File: config.mk
export PLATFORM = sky130hd
export DESIGN_NAME = wmq_fifo_pair
export DESIGN_NICKNAME = d
export VERILOG_FILES = /design/src/rtl/wmq_pkg.sv /design/src/rtl/wmq_fifo.sv /design/src/rtl/wmq_regs.sv /design/src/rtl/wmq_irq.sv /design/src/rtl/wmq_fifo_pair.sv
export SDC_FILE = /design/constraint.sdc
export NUM_CORES = 1
export LEC_CHECK = 0
export ABC_AREA = 0
export BUFFER_PORTS_ARGS = -buffer_cell sky130_fd_sc_hd__buf_4
export CORE_ASPECT_RATIO = 1.2
export CORE_UTILIZATION = 59
export DETAILED_ROUTE_END_ITERATION = 8
export GPL_TIMING_DRIVEN = 0
export PLACE_DENSITY = 0.8
export SYNTH_ARGS = -nofsm -noshare
export SYNTH_HDL_FRONTEND = slang
export SYNTH_SLANG_ARGS = --single-unit
File: constraint.sdc
create_clock -name clk -period 3.3 [get_ports clk]
set_input_delay 0.165 -clock clk [delete_from_list [all_inputs] [get_ports clk]]
set_output_delay 0.165 -clock clk [all_outputs]
set_load 0.05 [all_outputs]
File: src/rtl/wmq_pkg.sv
package wmq_pkg;

    localparam int DATA_W  = 8;
    localparam int DEPTH   = 8;
    localparam int CNT_W   = $clog2(DEPTH + 1);
    localparam int REG_W   = 32;
    localparam int SEL_W   = 3;
    localparam int NUM_IRQ = 2;

    localparam int IRQ_TX = 0;
    localparam int IRQ_RX = 1;

    localparam logic [CNT_W-1:0] TX_MARK_RST = CNT_W'(1);
    localparam logic [CNT_W-1:0] RX_MARK_RST = CNT_W'(0);

    typedef enum logic [SEL_W-1:0] {
        SEL_TXD = 3'd0,
        SEL_RXD = 3'd1,
        SEL_TXM = 3'd2,
        SEL_RXM = 3'd3,
        SEL_IEN = 3'd4,
        SEL_IPD = 3'd5,
        SEL_RS6 = 3'd6,
        SEL_RS7 = 3'd7
    } reg_sel_e;

    typedef struct packed {
        logic [CNT_W-1:0]   tx_mark;
        logic [CNT_W-1:0]   rx_mark;
        logic [NUM_IRQ-1:0] ie;
    } wm_cfg_t;

    localparam wm_cfg_t CFG_RST = '{tx_mark: TX_MARK_RST, rx_mark: RX_MARK_RST, ie: '0};

    function automatic logic [REG_W-1:0] flag_word(input logic flag,
                                                   input logic [DATA_W-1:0] data);
        logic [REG_W-1:0] w;
        w = REG_W'(data);
        w[REG_W-1] = flag;
        return w;
    endfunction

endpackage

File: src/rtl/wmq_fifo.sv
module wmq_fifo #(
    parameter int W     = 8,
    parameter int DEPTH = 8,
    localparam int PTR_W = (DEPTH > 1) ? $clog2(DEPTH) : 1,
    localparam int CNT_W = $clog2(DEPTH + 1)
) (
    input  logic             clk,
    input  logic             rst,
    input  logic             push,
    input  logic [W-1:0]     push_data,
    input  logic             pop,
    output logic [W-1:0]     head,
    output logic             full,
    output logic             empty,
    output logic [CNT_W-1:0] count
);

    logic [W-1:0]     mem [DEPTH];
    logic [PTR_W-1:0] wr_ptr;
    logic [PTR_W-1:0] rd_ptr;
    logic             do_push;
    logic             do_pop;

    function automatic logic [PTR_W-1:0] bump(input logic [PTR_W-1:0] p);
        return (p == PTR_W'(DEPTH - 1)) ? '0 : p + PTR_W'(1);
    endfunction

    assign full    = (count == CNT_W'(DEPTH));
    assign empty   = (count == '0);
    assign do_push = push && !full;
    assign do_pop  = pop && !empty;
    assign head    = empty ? '0 : mem[rd_ptr];

    always_ff @(posedge clk) begin
        if (rst) begin
            wr_ptr <= '0;
            rd_ptr <= '0;
            count  <= '0;
            for (int i = 0; i < DEPTH; i++) begin
                mem[i] <= '0;
            end
        end else begin
            if (do_push) begin
                mem[wr_ptr] <= push_data;
                wr_ptr      <= bump(wr_ptr);
            end
            if (do_pop) begin
                rd_ptr <= bump(rd_ptr);
            end
            case ({do_push, do_pop})
                2'b10:   count <= count + CNT_W'(1);
                2'b01:   count <= count - CNT_W'(1);
                default: count <= count;
            endcase
        end
    end

endmodule

File: src/rtl/wmq_regs.sv
module wmq_regs
    import wmq_pkg::*;
(
    input  logic                 clk,
    input  logic                 rst,
    input  logic [SEL_W-1:0]     sel,
    input  logic                 wr,
    input  logic                 rd,
    input  logic [REG_W-1:0]     wdata,
    input  logic                 tx_full,
    input  logic                 rx_empty,
    input  logic [DATA_W-1:0]    rx_head,
    input  logic [NUM_IRQ-1:0]   ip,
    output logic                 tx_push,
    output logic [DATA_W-1:0]    tx_push_data,
    output logic                 rx_pop,
    output wm_cfg_t              cfg,
    output logic [REG_W-1:0]     rdata
);

    reg_sel_e sel_e;

    assign sel_e        = reg_sel_e'(sel);
    assign tx_push      = wr && (sel_e == SEL_TXD);
    assign tx_push_data = wdata[DATA_W-1:0];
    assign rx_pop       = rd && (sel_e == SEL_RXD);

    always_ff @(posedge clk) begin
        if (rst) begin
            cfg <= CFG_RST;
        end else if (wr) begin
            case (sel_e)
                SEL_TXM: cfg.tx_mark <= wdata[CNT_W-1:0];
                SEL_RXM: cfg.rx_mark <= wdata[CNT_W-1:0];
                SEL_IEN: cfg.ie      <= wdata[NUM_IRQ-1:0];
                default: cfg         <= cfg;
            endcase
        end
    end

    always_comb begin
        case (sel_e)
            SEL_TXD: rdata = flag_word(tx_full, '0);
            SEL_RXD: rdata = flag_word(rx_empty, rx_head);
            SEL_TXM: rdata = REG_W'(cfg.tx_mark);
            SEL_RXM: rdata = REG_W'(cfg.rx_mark);
            SEL_IEN: rdata = REG_W'(cfg.ie);
            SEL_IPD: rdata = REG_W'(ip);
            default: rdata = '0;
        endcase
    end

endmodule

File: src/rtl/wmq_irq.sv
module wmq_irq
    import wmq_pkg::*;
(
    input  logic [CNT_W-1:0]   tx_cnt,
    input  logic [CNT_W-1:0]   rx_cnt,
    input  wm_cfg_t            cfg,
    output logic [NUM_IRQ-1:0] ip,
    output logic               irq
);

    logic [NUM_IRQ-1:0] gated;

    assign ip[IRQ_TX] = (tx_cnt < cfg.tx_mark);
    assign ip[IRQ_RX] = (rx_cnt > cfg.rx_mark);

    for (genvar g = 0; g < NUM_IRQ; g++) begin : g_gate
        assign gated[g] = ip[g] & cfg.ie[g];
    end

    assign irq = |gated;

endmodule

File: src/rtl/wmq_fifo_pair.sv
module wmq_fifo_pair
    import wmq_pkg::*;
(
    input  logic              clk,
    input  logic              rst,
    input  logic [SEL_W-1:0]  reg_sel,
    input  logic              reg_wr,
    input  logic              reg_rd,
    input  logic [REG_W-1:0]  reg_wdata,
    output logic [REG_W-1:0]  reg_rdata,
    output logic [DATA_W-1:0] tx_word,
    output logic              tx_avail,
    input  logic              tx_pop,
    input  logic [DATA_W-1:0] rx_word,
    input  logic              rx_push,
    output logic              rx_room,
    output logic              irq
);

    logic               tx_push;
    logic [DATA_W-1:0]  tx_push_data;
    logic               tx_full;
    logic               tx_empty;
    logic [CNT_W-1:0]   tx_cnt;
    logic               rx_pop;
    logic [DATA_W-1:0]  rx_head;
    logic               rx_full;
    logic               rx_empty;
    logic [CNT_W-1:0]   rx_cnt;
    logic [NUM_IRQ-1:0] ip;
    wm_cfg_t            cfg;

    wmq_fifo #(.W(DATA_W), .DEPTH(DEPTH)) u_txq (
        .clk      (clk),
        .rst      (rst),
        .push     (tx_push),
        .push_data(tx_push_data),
        .pop      (tx_pop),
        .head     (tx_word),
        .full     (tx_full),
        .empty    (tx_empty),
        .count    (tx_cnt)
    );

    wmq_fifo #(.W(DATA_W), .DEPTH(DEPTH)) u_rxq (
        .clk      (clk),
        .rst      (rst),
        .push     (rx_push),
        .push_data(rx_word),
        .pop      (rx_pop),
        .head     (rx_head),
        .full     (rx_full),
        .empty    (rx_empty),
        .count    (rx_cnt)
    );

    wmq_regs u_regs (
        .clk         (clk),
        .rst         (rst),
        .sel         (reg_sel),
        .wr          (reg_wr),
        .rd          (reg_rd),
        .wdata       (reg_wdata),
        .tx_full     (tx_full),
        .rx_empty    (rx_empty),
        .rx_head     (rx_head),
        .ip          (ip),
        .tx_push     (tx_push),
        .tx_push_data(tx_push_data),
        .rx_pop      (rx_pop),
        .cfg         (cfg),
        .rdata       (reg_rdata)
    );

    wmq_irq u_irq (
        .tx_cnt(tx_cnt),
        .rx_cnt(rx_cnt),
        .cfg   (cfg),
        .ip    (ip),
        .irq   (irq)
    );

    assign tx_avail = !tx_empty;
    assign rx_room  = !rx_full;

endmodule

==> results of run 1 <==
worst max-delay path, stage by stage (launching register included):
cell and delay (ns):
dfxtp_1 0.33, buf_6 0.13, nor4_2 0.70, inv_1 0.13, nand2_1 0.21, inv_1 0.10, ha_1 0.25, xor2_1 0.16
ha_1 0.18, a21oi_1 0.14, xor2_1 0.10, or3_1 0.31, a21oi_1 0.13
worst paths after layout:
kind / depth (start not counted) / slack, ns / end
worst max-delay path: 12 / 0.35 / u_txq.count[2]
worst min-delay path: 3 / 0.02 / u_regs.cfg[0]
worst max register to register: 12 / 0.35 / u_txq.count[2]
worst min register to register: 2 / 0.51 / u_txq.rd_ptr[0]
cell usage after synthesis, types with 7 or more instances:
cell      instances  area (um^2)
edfxtp_1        128         3840
and2_1          113          707
nor2_1           52          195
dfxtp_1          36          721
mux2i_1          33          330
mux4_2           32          721
nand2_1          28          105
buf_4            25          188
ha_1             21          263
a21oi_1          18         90.1
clkbuf_1         16         60.1
inv_1            13         48.8
o21ai_0          13         65.1
or3_1             7         43.8
cells by family (layout without fill, tap and decap cells):
| kind of cell | Yosys count | count (layout) | synth area share (%) |
|---|---|---|---|
| and+or+nand+nor | 255 | 255 | 18.2 |
| DFF | 164 | 164 | 56.5 |
| muxes | 67 | 67 | 13.3 |
| adders and majority gates | 21 | 21 | 3.26 |
| xor gates and xnor gates | 6 | 6 | 0.651 |
| AOI/OAI and AO/OA | 47 | 47 | 3.53 |
| other | 1 | 23 | 0.0465 |
| buffers and inverters | 65 | 143 | 4.46 |
registers in the layout (all words and copies together), names as in the netlist, named ones only:
register and count:
u_rxq.mem 64, u_txq.mem 64, u_regs.cfg 10, u_rxq.count 4, u_txq.count 4, u_rxq.rd_ptr 3, u_rxq.wr_ptr 3, u_txq.rd_ptr 3
u_txq.wr_ptr 3
metal layers:
layer | vias up | GRT usage [%]
li1 | 2403 | -
met4 | 0 | 10.7
met2 | 181 | 48.5
met1 | 2460 | 28.8
met3 | 24 | 5.14
met5 | - | 0
power by group:
group          total [mW]  internal, mW  switching [mW]
clock network        1.90          1.11           0.790
registers            2.35          2.31          0.0417
logic               0.632         0.235           0.397
stage by stage:
step	setup slack (ns)	instances	cell area, um^2	hold slack, ns
final	0.349	894	9300	0.0195
after global routing	0.0132	894	9300	0.0479
after CTS	0.259	893	9290	0.0126
after detailed placement	0.280	861	8710	0.427
after global placement	0.237	860	8690	0.421
after floorplan	0.381	648	8150	0.301
layout make-up:
type,instances,area share (%)
clock inverters,12,1.41
well taps,168,2.26
repair buffers,47,3.79
multi-input cells,419,35.0
plain buffers,52,3.35
clock buffers,19,4.65
inverters,13,0.524
flip-flops and latches,164,49.1
==> flow_metrics.env, run 1 <==
export IMPL_hold_buffers=1
export IMPL_hold_start="reg_wdata[0]"
export IMPL_antenna_cells=0
export IMPL_avgSynthCellArea_um2=12.9
export IMPL_finalClockSkew_ns=0.00574
export IMPL_rr_startpoint="u_txq.count[1]"
export IMPL_ys_warn_count=0
export IMPL_relSlewSlack_pct=5.74
export IMPL_ir_drop_uv=385
export IMPL_wl_met3_um=961
export IMPL_syn_to_final_growth_pct=15.3
export IMPL_drt_total_wl_um=16700
export IMPL_remaining_drc_errors=0
export IMPL_start_util_pct=60.7
export IMPL_finalSetupViolCount=0
export IMPL_die_height_um=130
export IMPL_rows=46
export IMPL_cts_tree="done"
export IMPL_multiInputGateArea_mm2=0.00325
export IMPL_totalNegativeSetupSlack_ns=0
export IMPL_die_w_um=109
export IMPL_powerDensity_mw_per_mm2=525
export IMPL_numPortBuffers=44
export IMPL_wl_met2_um=9340
export IMPL_synth_edf_count=128
export IMPL_cts_resized=0
export IMPL_cts_buffers=17
export IMPL_core_mm2=0.0133
export IMPL_dr_pass1_iters=4
export IMPL_top_layer_used="met4"
export IMPL_min_period_over_period_pct=89.4
export IMPL_grt_usage_pct=26.0
export IMPL_grt_max_degree=17
export IMPL_yosysSeqAreaShare_pct=56.5
export IMPL_seq_area_mm2=0.00456
export IMPL_cts_sinks=164
export IMPL_cts_setup_buffers=0
export IMPL_clockBufferDepth=2
export IMPL_status="finished, final reports clean"
export IMPL_drt_iter0_markers=335
export IMPL_clockRootBuffer="clkbuf_16"
export IMPL_crit_required_ns=3.66
export IMPL_yosysUniqueCellTypes=51
export IMPL_wl_per_cell_um=18.6
export IMPL_cts_htree_levels=4
export IMPL_antenna_left=0
export IMPL_synth_seq_cells=164
export IMPL_start_kind="flop"
export IMPL_finalCriticalPeriod_ns=2.95
export IMPL_grt_pass1_vias=5251
export IMPL_fill_cells=897
export IMPL_vias=5068
export IMPL_final_util_pct=70.0
export IMPL_clk_latency_ns=0.42
export IMPL_mostFrequentLayoutCells="edfxtp_1 (128), and2_1 (113), buf_4 (70)"
export IMPL_fmax_mhz=339
export IMPL_cp_arrival_ns=3.31
export IMPL_antenna_found_initial=0
export IMPL_worstMarginPinSlew_ns=1.40
export IMPL_path_clk_slew_ns=0.06
export IMPL_grt_pass1_wl_um=26700
export IMPL_hold_violations=0
export IMPL_grt_ovfl_total=0
export IMPL_gp_congestion=0.861
export IMPL_hold_class="in2reg"
export IMPL_layout_commonest_cell="edfxtp_1"
export IMPL_finalPower_mw=4.88
export IMPL_nNetsFinal=784
export IMPL_io_pins=92
export IMPL_synthesis_area_mm2=0.00807
export IMPL_netlist_instances=626
export IMPL_ys_flop_type="edfxtp_1"
export IMPL_p_leak_nw=3.62
export IMPL_crit_fanout=9
export IMPL_critPathKind="reg2reg"
export IMPL_drive_gt1_share_pct=21.9
export IMPL_async_reset_ff_share_pct=0
export IMPL_dieArea_mm2=0.0142
export IMPL_viasPerCell=5.67
export IMPL_drt_met1_wl_um=6100
export IMPL_drv_slew=0
export IMPL_drv_cap=0
export IMPL_cp_end_kind="flop"
export IMPL_worstSetupStartpoint="u_txq.count[1]"
export IMPL_rsz0062_at_grt="false"
export IMPL_hpwl_um=11800
(Power assumes the default switching activity.)
==> run 2, diff against run 1 <==
--- a/config.mk
+++ b/config.mk
@@ -8,10 +8,11 @@
 export ABC_AREA = 0
 export BUFFER_PORTS_ARGS = -buffer_cell sky130_fd_sc_hd__buf_4
 export CORE_ASPECT_RATIO = 1.2
-export CORE_UTILIZATION = 59
+export CORE_UTILIZATION = 53
 export DETAILED_ROUTE_END_ITERATION = 8
 export GPL_TIMING_DRIVEN = 0
-export PLACE_DENSITY = 0.8
+export PLACE_DENSITY = 0.76
+export SLEW_MARGIN = 20
 export SYNTH_ARGS = -nofsm -noshare
 export SYNTH_HDL_FRONTEND = slang
 export SYNTH_SLANG_ARGS = --single-unit
==> constraint.sdc (replaced) <==
create_clock -name clk -period 2.4 [get_ports clk]
set_input_delay 0.12 -clock clk [delete_from_list [all_inputs] [get_ports clk]]
set_output_delay 0.12 -clock clk [all_outputs]
set_load 0.05 [all_outputs]
==> run 2 against run 1 <==
  * Global-route usage shrank 4.0 points
  * Combinational power up 49%
  * Register-to-register slack got worse by 0.35 ns
  * Core utilization fell by 5.4 points
  * Largest power group unchanged
  * Sequential share of layout area fell by 1.6 points
==> flow_metrics.env, run 2 (same netlist as run 1, synthesis figures left out) <==
export IMPL_antenna_left=0
export IMPL_path_clk_slew_ns=0.06
export IMPL_gp_congestion=0.844
export IMPL_io_pins=92
export IMPL_worstPathCellList="or4_4 > nand4_1 > inv_2 > ha_4 > xor2_1 > ha_2 > a21oi_2 > xor2_1 > or3_1 > a21oi_1"
export IMPL_drv_cap=0
export IMPL_dp_cells=897
export IMPL_wl_per_cell_um=17.0
export IMPL_p_leak_nw=3.73
export IMPL_die_w_um=115
export IMPL_finalPower_mw=6.85
export IMPL_die_height_um=137
export IMPL_fill_cells=1127
export IMPL_finalClockSkew_ns=0.00842
export IMPL_remaining_drc_errors=0
export IMPL_clockBufferDepth=2
export IMPL_viasPerCell=5.34
export IMPL_relSlewSlack_pct=36.4
export IMPL_crit_required_ns=2.75
export IMPL_largest_registers="u_rxq.mem: 64 flops, u_txq.mem: 64 flops, u_regs.cfg: 10 flops"
export IMPL_hpwl_um=11800
export IMPL_cts_sinks=164
export IMPL_status="finished, final reports clean"
export IMPL_antenna_cells=0
export IMPL_grt_pass1_vias=5180
export IMPL_drt_iter0_markers=247
export IMPL_vias=5015
export IMPL_multiInputGateArea_mm2=0.00340
export IMPL_crit_fanout=7
export IMPL_slowest_delay_ns=0.55
export IMPL_hold_class="in2reg"
export IMPL_start_kind="flop"
export IMPL_antenna_found_initial=0
export IMPL_clk_latency_ns=0.43
export IMPL_finalCriticalPeriod_ns=2.40
export IMPL_nNetsFinal=793
export IMPL_seq_area_mm2=0.00459
export IMPL_drive_gt1_share_pct=27.0
export IMPL_worstMarginPinSlew_ns=0.947
export IMPL_rows=49
export IMPL_ir_drop_uv=528
export IMPL_crit_slowest_cell="or4_4"
export IMPL_rsz0062_at_grt="true"
export IMPL_drv_slew=0
export IMPL_fin_cells=940
export IMPL_critPathKind="reg2reg"
export IMPL_cts_tree="done"
export IMPL_dr_pass1_iters=6
export IMPL_finalSetupViolCount=0
export IMPL_core_mm2=0.0150
export IMPL_powerDensity_mw_per_mm2=709
export IMPL_grt_max_degree=17
export IMPL_drt_total_wl_um=16000
export IMPL_layout_commonest_cell="edfxtp_1"
export IMPL_clockRootBuffer="clkbuf_16"
export IMPL_cts_buffers=17
export IMPL_cp_arrival_ns=2.75
export IMPL_cp_common_cell="xor2_1"
export IMPL_start_util_pct=54.0
export IMPL_grt_usage_pct=22.0
export IMPL_cts_htree_levels=4
export IMPL_grt_pass1_wl_um=25600
export IMPL_mostFrequentLayoutCells="edfxtp_1 (128), and2_1 (113), buf_4 (84)"
export IMPL_hold_violations=0
export IMPL_numPortBuffers=44
export IMPL_min_period_over_period_pct=100
export IMPL_fmax_mhz=417
export IMPL_syn_to_final_growth_pct=19.7
export IMPL_holdWs_ns=0.0145
export IMPL_dieArea_mm2=0.0157
export IMPL_cp_end_kind="flop"
export IMPL_grt_ovfl_total=0
==> run 2: changes by cell type in the layout (fill, tap and decap cells not counted), moves of 4 or more <==
cell	delta
buf_4	+14
dfxtp_1	-9
ha_1	-5
dfxtp_2	+4
dfxtp_4	+5
==> run 2: timing repair <==
item                       in CTS  in global routing
hold endpoints to repair        4                  0
hold buffers                    3                  0
setup buffers                   7                  6
setup endpoints to repair      20                 45
gates resized for setup        29                 13
pin swaps                       8                  8
==> run 2: where the power goes <==
part           internal, mW  total, mW  switching (mW)
sequential             3.17       3.23          0.0590
clock                  1.58       2.67            1.09
combinational         0.380      0.943           0.563
==> run 2: metal layers <==
layer / track usage [%] / up-vias / wire length [um]
li1: - / 2417 / -
met1: 24.3 / 2450 / 6210
met2: 41.7 / 126 / 8970
met3: 4.27 / 22 / 556
met4: 8.44 / 0 / 263
met5: 0 / - / 0
==> run 2: cell type report <==
type | count | area share (%)
multi-input cells | 419 | 35.2
well taps | 204 | 2.64
flip-flops and latches | 164 | 47.5
repair buffers | 61 | 4.82
clock inverters | 7 | 0.596
clock buffers | 25 | 5.58
inverters | 13 | 0.531
plain buffers | 47 | 3.15
==> run 2: final timing paths <==
path,start,to,slack (ns),cells past startpoint
hold / removal,rx_word[2],u_rxq.mem[2][2],0.01,2
setup reg to reg,u_rxq.count[0],u_rxq.count[2],0.001,10
setup / recovery,u_rxq.count[0],u_rxq.count[2],0.001,10
hold reg to reg,u_rxq.rd_ptr[0],flop,0.50,2
==> run 2: worst max-delay path: cells and delay by family (launching register included) <==
family	cells	cell delay [ns]
xor gates and xnor gates	2	0.29
DFF	1	0.37
buffers and inverters	1	0.09
AOI/OAI and AO/OA	2	0.18
adders and majority gates	2	0.37
and+or+nand+nor	3	1.01
==> run 2: per-stage QoR <==
step	util (%)	TNS (ns)	instance area (um^2)	setup slack [ns]
after floorplan	-	-0.0347	8210	-0.0347
after global placement	58.8	-2.90	8790	-0.218
after detailed placement	59.0	-0.920	8820	-0.278
after CTS	64.1	-0.0191	9580	-0.0122
after global routing	64.6	-0.0752	9660	-0.0693
final	64.6	0	9660	0.00112
